===== config.mk =====
export PLATFORM = sky130hd
export DESIGN_NAME = wdog_core
export DESIGN_NICKNAME = d
export VERILOG_FILES = /design/src/rtl/wdog_pkg.sv /design/src/rtl/wdog_prescaler.sv /design/src/rtl/wdog_counter.sv /design/src/rtl/wdog_ctrl.sv /design/src/rtl/wdog_core.sv
export SDC_FILE = /design/constraint.sdc
export NUM_CORES = 1
export LEC_CHECK = 0
export ABC_AREA = 1
export BUFFER_PORTS_ARGS = -buffer_cell sky130_fd_sc_hd__buf_2
export CAP_MARGIN = 20
export CORE_MARGIN = 1
export CORE_UTILIZATION = 47
export DETAILED_ROUTE_END_ITERATION = 8
export PLACE_DENSITY = 0.76
export SYNTH_ARGS = -nofsm -noshare
export SYNTH_HDL_FRONTEND = slang
export SYNTH_HIERARCHICAL = 1
export SYNTH_SLANG_ARGS = --single-unit

===== constraint.sdc =====
create_clock -name clk -period 2.2 [get_ports clk]
set_input_delay 0.22 -clock clk [delete_from_list [all_inputs] [get_ports clk]]
set_output_delay 0.22 -clock clk [all_outputs]
set_load 0.02 [all_outputs]

===== src/rtl/wdog_pkg.sv =====
package wdog_pkg;
  // Flag positions inside the control/status word
  localparam int SEL_BIT   = 0;
  localparam int FLG_WDT   = 1;
  localparam int FLG_SW    = 2;
  localparam int FLG_SHORT = 3;
  localparam int FLG_LONG  = 4;
  localparam int N_FLAGS   = 4;

  // Reset causes, ordered to match flag bits 4:1
  typedef struct packed {
    logic lng;
    logic shrt;
    logic sw;
    logic wdt;
  } rst_cause_t;
endpackage


===== src/rtl/wdog_prescaler.sv =====
module wdog_prescaler #(
  parameter int DIV_FAST = 2,
  parameter int DIV_SLOW = 128
) (
  input  logic clk,
  input  logic rst,
  input  logic clr_i,     // restart phase (reset events, service, select change)
  input  logic gate_i,    // suppress the tick of a restarting cycle
  input  logic en_i,      // watchdog running
  input  logic sel_i,     // 0: fast divider, 1: slow divider
  output logic tick_o
);
  localparam int DIV_MAX = (DIV_SLOW > DIV_FAST) ? DIV_SLOW : DIV_FAST;
  localparam int PW      = (DIV_MAX > 2) ? $clog2(DIV_MAX) : 1;
  localparam logic [PW-1:0] LIM_FAST = PW'(DIV_FAST - 1);
  localparam logic [PW-1:0] LIM_SLOW = PW'(DIV_SLOW - 1);

  logic [PW-1:0] pre_q;
  logic [PW-1:0] lim;
  logic          at_lim;

  assign lim    = sel_i ? LIM_SLOW : LIM_FAST;
  assign at_lim = (pre_q == lim);
  assign tick_o = en_i & ~gate_i & at_lim;

  always_ff @(posedge clk) begin
    if (rst || clr_i)
      pre_q <= '0;
    else if (en_i)
      pre_q <= at_lim ? '0 : pre_q + 1'b1;
  end
endmodule


===== src/rtl/wdog_counter.sv =====
module wdog_counter #(
  parameter int CNT_W = 16,
  parameter int REL_W = 8
) (
  input  logic             clk,
  input  logic             rst,
  input  logic             clr_i,
  input  logic             load_i,
  input  logic [REL_W-1:0] rel_i,
  input  logic             tick_i,
  output logic [CNT_W-1:0] cnt_o,
  output logic             wrap_o
);
  localparam int LOW_W = CNT_W - REL_W;

  logic [CNT_W-1:0] cnt_q;

  assign cnt_o  = cnt_q;
  assign wrap_o = tick_i & (&cnt_q);

  always_ff @(posedge clk) begin
    if (rst || clr_i)
      cnt_q <= '0;
    else if (load_i)
      cnt_q <= {rel_i, {LOW_W{1'b0}}};
    else if (tick_i)
      cnt_q <= cnt_q + 1'b1;
  end
endmodule


===== src/rtl/wdog_ctrl.sv =====
module wdog_ctrl
  import wdog_pkg::*;
#(
  parameter int REL_W = 8
) (
  input  logic             clk,
  input  logic             rst,
  input  logic             sw_rst_i,
  input  logic             hw_short_i,
  input  logic             hw_long_i,
  input  logic             uv_i,
  input  logic             ovf_i,
  input  logic             svc_i,
  input  logic             einit_i,
  input  logic             dis_i,
  input  logic             wr_en_i,
  input  logic [REL_W-1:0] wrel_i,
  input  logic             wsel_i,
  output logic [REL_W-1:0] rel_o,
  output logic             sel_o,
  output rst_cause_t       flags_o,
  output logic             run_o,
  output logic             req_o,
  output logic             ext_ev_o,
  output logic             svc_ok_o,
  output logic             sel_chg_o
);
  logic [REL_W-1:0] rel_q;
  logic             sel_q;
  rst_cause_t       flg_q;
  logic             run_q;
  logic             win_q;
  logic             req_q;

  logic any_ev, einit_ok, wr_ok, dis_ok;

  // External reset sources never depend on the tick, so these stay loop-free
  assign ext_ev_o  = sw_rst_i | hw_short_i | hw_long_i | uv_i;
  assign any_ev    = ext_ev_o | ovf_i;
  assign svc_ok_o  = svc_i & ~ext_ev_o;
  assign einit_ok  = einit_i & ~ext_ev_o;
  assign wr_ok     = wr_en_i & ~ext_ev_o;
  assign sel_chg_o = wr_ok & (wsel_i != sel_q);
  assign dis_ok    = dis_i & win_q & ~svc_i & ~einit_i & ~any_ev;

  assign rel_o   = rel_q;
  assign sel_o   = sel_q;
  assign flags_o = flg_q;
  assign run_o   = run_q;
  assign req_o   = req_q;

  always_ff @(posedge clk) begin
    if (rst) begin
      rel_q <= '0;
      sel_q <= 1'b0;
      flg_q <= '0;
      run_q <= 1'b1;
      win_q <= 1'b1;
      req_q <= 1'b0;
    end else begin
      req_q <= ovf_i;
      if (any_ev) begin
        rel_q      <= '0;
        sel_q      <= 1'b0;
        run_q      <= 1'b1;
        win_q      <= 1'b1;
        flg_q.lng  <= flg_q.lng  | hw_long_i | uv_i;
        flg_q.shrt <= flg_q.shrt | hw_short_i;
        flg_q.sw   <= flg_q.sw   | sw_rst_i;
        flg_q.wdt  <= flg_q.wdt  | ovf_i;
      end else begin
        if (svc_ok_o) begin
          win_q     <= 1'b0;
          flg_q.wdt <= 1'b0;
        end
        if (einit_ok) begin
          win_q <= 1'b0;
          flg_q <= '0;
        end
        if (dis_ok)
          run_q <= 1'b0;
        if (wr_ok) begin
          rel_q <= wrel_i;
          sel_q <= wsel_i;
        end
      end
    end
  end
endmodule


===== src/rtl/wdog_core.sv =====
module wdog_core
  import wdog_pkg::*;
#(
  parameter int CNT_W    = 16,
  parameter int REL_W    = 8,
  parameter int DIV_FAST = 2,
  parameter int DIV_SLOW = 128
) (
  input  logic             clk,
  input  logic             rst,
  input  logic             sw_rst_i,
  input  logic             hw_short_i,
  input  logic             hw_long_i,
  input  logic             uv_i,
  input  logic             svc_i,
  input  logic             einit_i,
  input  logic             dis_i,
  input  logic             wr_en_i,
  input  logic [CNT_W-1:0] wdata_i,
  output logic [CNT_W-1:0] ctrl_o,
  output logic [CNT_W-1:0] count_o,
  output logic             wdt_rst_o
);
  localparam int LOW_W = CNT_W - REL_W;
  localparam int PAD_W = LOW_W - (N_FLAGS + 1);

  logic [REL_W-1:0] rel;
  logic             sel;
  rst_cause_t       flags;
  logic             run_q;
  logic             ext_ev, svc_ok, sel_chg;
  logic             tick, ovf;
  logic             unused_wbits;

  assign unused_wbits = ^wdata_i[LOW_W-1:1];

  wdog_ctrl #(.REL_W(REL_W)) u_ctrl (
    .clk       (clk),
    .rst       (rst),
    .sw_rst_i  (sw_rst_i),
    .hw_short_i(hw_short_i),
    .hw_long_i (hw_long_i),
    .uv_i      (uv_i),
    .ovf_i     (ovf),
    .svc_i     (svc_i),
    .einit_i   (einit_i),
    .dis_i     (dis_i),
    .wr_en_i   (wr_en_i),
    .wrel_i    (wdata_i[CNT_W-1:LOW_W]),
    .wsel_i    (wdata_i[SEL_BIT]),
    .rel_o     (rel),
    .sel_o     (sel),
    .flags_o   (flags),
    .run_o     (run_q),
    .req_o     (wdt_rst_o),
    .ext_ev_o  (ext_ev),
    .svc_ok_o  (svc_ok),
    .sel_chg_o (sel_chg)
  );

  wdog_prescaler #(.DIV_FAST(DIV_FAST), .DIV_SLOW(DIV_SLOW)) u_pre (
    .clk   (clk),
    .rst   (rst),
    .clr_i (ext_ev | ovf | svc_ok | sel_chg),
    .gate_i(svc_ok | sel_chg),
    .en_i  (run_q),
    .sel_i (sel),
    .tick_o(tick)
  );

  wdog_counter #(.CNT_W(CNT_W), .REL_W(REL_W)) u_cnt (
    .clk   (clk),
    .rst   (rst),
    .clr_i (ext_ev | ovf),
    .load_i(svc_ok),
    .rel_i (rel),
    .tick_i(tick),
    .cnt_o (count_o),
    .wrap_o(ovf)
  );

  assign ctrl_o = {rel, {PAD_W{1'b0}}, flags, sel};
endmodule


==> impl_metrics.csv <==
group,metric,value,unit
power_and_ir_drop,ir_worst_vdd,393.0,uV
finish,drive_above_1_share,21.62,%
place,place_congestion,0.9005,
timing,drv_slew,0,
logic_synthesis,synth_cells,314,
power_and_ir_drop,intPower,959.0,uW
timing,fin_crit_sh,86.10,%
finish,n_antenna_cell,0,
power_and_ir_drop,p_switching,308.2,uW
drt,drc_errors,0,
floorplanning,die_x,69.00,microns
logic_synthesis,yosys-top-cells-area,"dfxtp_1, nand2_1, nor2_1, inv_1, a21oi_1",
cts,ctsHoldBuffers,0,
run,maxCapViolCount,0,
global_route,met2_usage,33.74,%
setup_path,cp_data_arrival_time,2.10,ns
timing,min_period,1.894,ns
finish,area_growth,17.50,%
drt,wl_per_cell,10.64,microns
cts,cts_buffer_depth,2,
timing,hold_viol,0,
logic_synthesis,synth_top_area_cell,"dfxtp_1",
power_and_ir_drop,switching_share,24.32,%
power_and_ir_drop,clock_power_share,37.7,%
power_and_ir_drop,power.density,511.3,nW/um^2
logic_synthesis,synth_most_common_cell,"nand2_1",
logic_synthesis,synth_seq_cells,39,
cts,path_clk_slew,0.08,ns
cts,cts_tree,"done",
status,outcome,"finished, final reports clean",
timing,setup_viol,0,
logic_synthesis,synth_edf_count,0,
logic_synthesis,synth.distinct_cells,29,
power_and_ir_drop,leakage,1.179,nW
timing,fmax,528.0,MHz
logic_synthesis,yosys_warnings,6,
global_route,grt_max_degree,18,
cts,postCtsSetupRepairBufs,0,
min_path,whs_path_depth,3,
floorplanning,die_height,69.00,microns
floorplanning,rows,23,
floorplanning,start_util,50.91,%
floorplanning,core_region_area,4144,sq um
setup_path,r2r_end,"u_cnt/cnt_o[4]",
floorplanning,ios,59,
place,place.port_buffers,48,
global_route,grt_pass1_wl,7224,microns
drt,vias_per_cell,4.845,
cts,cts_made_buffers,5,
min_path,whs_endpoint,"u_ctrl/rel_o[5]",
min_path,hp-class,"input pin to flip-flop",
timing,finalSetupTns,0,ns
floorplanning,die-area,4760,sq um
power_and_ir_drop,seqPwrFrac,56.3,%
setup_path,required,2.41,ns
setup_path,reg2reg_setup_slack,0.31,ns
logic_synthesis,ys_async_sr_fraction,0,%
drt,vias,2035,
setup_path,r2r_cells,14,
global_route,gr-max-usage-layer,"met2",
timing,skew,0.006800,ns
cts,cts_sinks,39,
cts,clock-root-buffer,"clkbuf_8",
setup_path,r2r-start,"u_cnt/cnt_o[0]",
setup_path,crit_fanout,6,
setup_path,crit_path_end_kind,"flip-flop",
finish,fin_nets,397,
cts,cts_resized,0,
logic_synthesis,synth_ff_type,"dfxtp_1",
power_and_ir_drop,p_total,1.267,mW
power_and_ir_drop,comb_power_share,6.0,%
global_route,antenna_found_initial,0,
logic_synthesis,avgSynthCellArea,6.718,sq um
logic_synthesis,synth_area,2110,sq um
cts,clkLatencyLatePin,0.29,ns
logic_synthesis,ys_top_cells_by_count,"nand2_1, nor2_1, inv_1",
timing,grt_setup_unrepaired,"no",
global_route,grtUsageMet3,4.934,%
setup_path,critPathLaunchType,"flip-flop",
global_route,track_usage,20.56,%
place,hpwl,3378,microns
cts,htreeDepth,2,
logic_synthesis,ys_seq_area_share,37.01,%
drt,dr.pass1.iters,4,
drt,drt-total-wl,4468,microns
logic_synthesis,synth_top_area_share,37.01,%
drt,drt-initial-drc-count,139,
global_route,grt_pass1_vias,1707,
global_route,grt.overflow.total,0,
min_path,hp-start,"wdata_i[13]",
global_route,use_met1,25.84,%
setup_path,crit_type,"flip-flop to flip-flop",
drt,ant_nets,0,
cell families (layout without fill, tap and decap cells):
group / after synthesis / after routing / synth area share (%)
simple gates: 168 / 168 / 36.18
buf+inv: 58 / 112 / 12.10
compound gates: 41 / 41 / 11.21
flops: 39 / 39 / 37.01
xor+xnor: 4 / 4 / 1.661
fa+ha+maj: 2 / 2 / 1.186
other cells: 1 / 3 / 0.1778
mux: 1 / 1 / 0.4745
sequential cells by signal (all words and copies together), names as in the netlist:
signal	flops
u_cnt/cnt_o	16
u_ctrl/rel_o	8
u_pre/pre_q	7
u_ctrl/flags_o	4
u_ctrl/req_o	1
u_ctrl/run_o	1
u_ctrl/sel_o	1
u_ctrl/win_q	1
layer usage:
metal | part of all wire [%] | wire length (microns)
met5 | 0 | 0
met4 | 1.1 | 48
met3 | 5.1 | 230
met2 | 45 | 1996
met1 | 49 | 2191
metrics by stage:
| step | util, % | area (sq um) | worst slack, ns | hold WS (ns) | std cells |
|---|---|---|---|---|---|
| finish | 59.81 | 2479 | 0.3059 | 0.1435 | 420 |
| global route | 59.81 | 2479 | 0.07595 | 0.1497 | 420 |
| CTS | 59.81 | 2479 | 0.2929 | 0.1341 | 420 |
| detailed placement | 57.76 | 2394 | 0.2349 | 0.4461 | 412 |
| global placement | 57.76 | 2394 | 0.2666 | 0.4442 | 412 |
| floorplan | - | 2117 | 0.06002 | 0.2924 | 316 |
cell type report:
type                       instances  area, sq um
sequential                        39        780.7
clock inverter                     2        12.51
fill                             401         1665
inverter                          51        191.4
clock buffer                       6        72.57
tap                               50        62.56
multi-input combinational        219         1081
timing repair buffer              53        277.8
power by group through the flow:
stage          clock (mW)  combinational [mW]  sequential [mW]
2_1_floorplan           0              0.0418            0.735
3_3_place_gp            0              0.0749            0.730
3_5_place_dp            0              0.0757            0.730
4_1_cts             0.497              0.0758            0.714
5_1_grt             0.520              0.0847            0.715
6_report            0.478              0.0755            0.714
how the worst max path moves through the flow:
stage	start	depth (start not counted)	slack, ns	to
after global routing	u_ctrl/run_o	13	0.08	u_cnt/cnt_o[6]
after CTS	u_cnt/cnt_o[0]	14	0.29	u_cnt/cnt_o[4]
after global placement	hw_short_i	16	0.27	u_cnt/cnt_o[4]
after detailed placement	hw_long_i	16	0.23	u_cnt/cnt_o[4]
final	u_cnt/cnt_o[0]	14	0.31	u_cnt/cnt_o[4]
after floorplan	hw_long_i	15	0.06	u_cnt/cnt_o[4]
layout by cell type, fill, tap and decap left out, drive strengths merged, types with 2 or more instances in the layout:
master	n
a21oi	18
a22oi	8
buf	53
clkbuf	6
conb	3
dfxtp	39
ha	2
inv	51
nand2	83
nand3	17
nor2	61
nor3	4
nor3b	2
o21ai	10
o21bai	3
xnor2	3
critical path, stage by stage, from the launching register on:
cell and delay [ns]:
dfxtp_1 0.35, ha_1 0.23, inv_1 0.07, nor2_2 0.04, nand2_1 0.10, inv_1 0.08, nand3_1 0.11, nor3_1 0.07
nor2_1 0.14, inv_1 0.05, nor2_1 0.12, inv_2 0.05, nor2_2 0.13, inv_2 0.09, a211oi_1 0.20
Power figures use the tool's default switching activity.
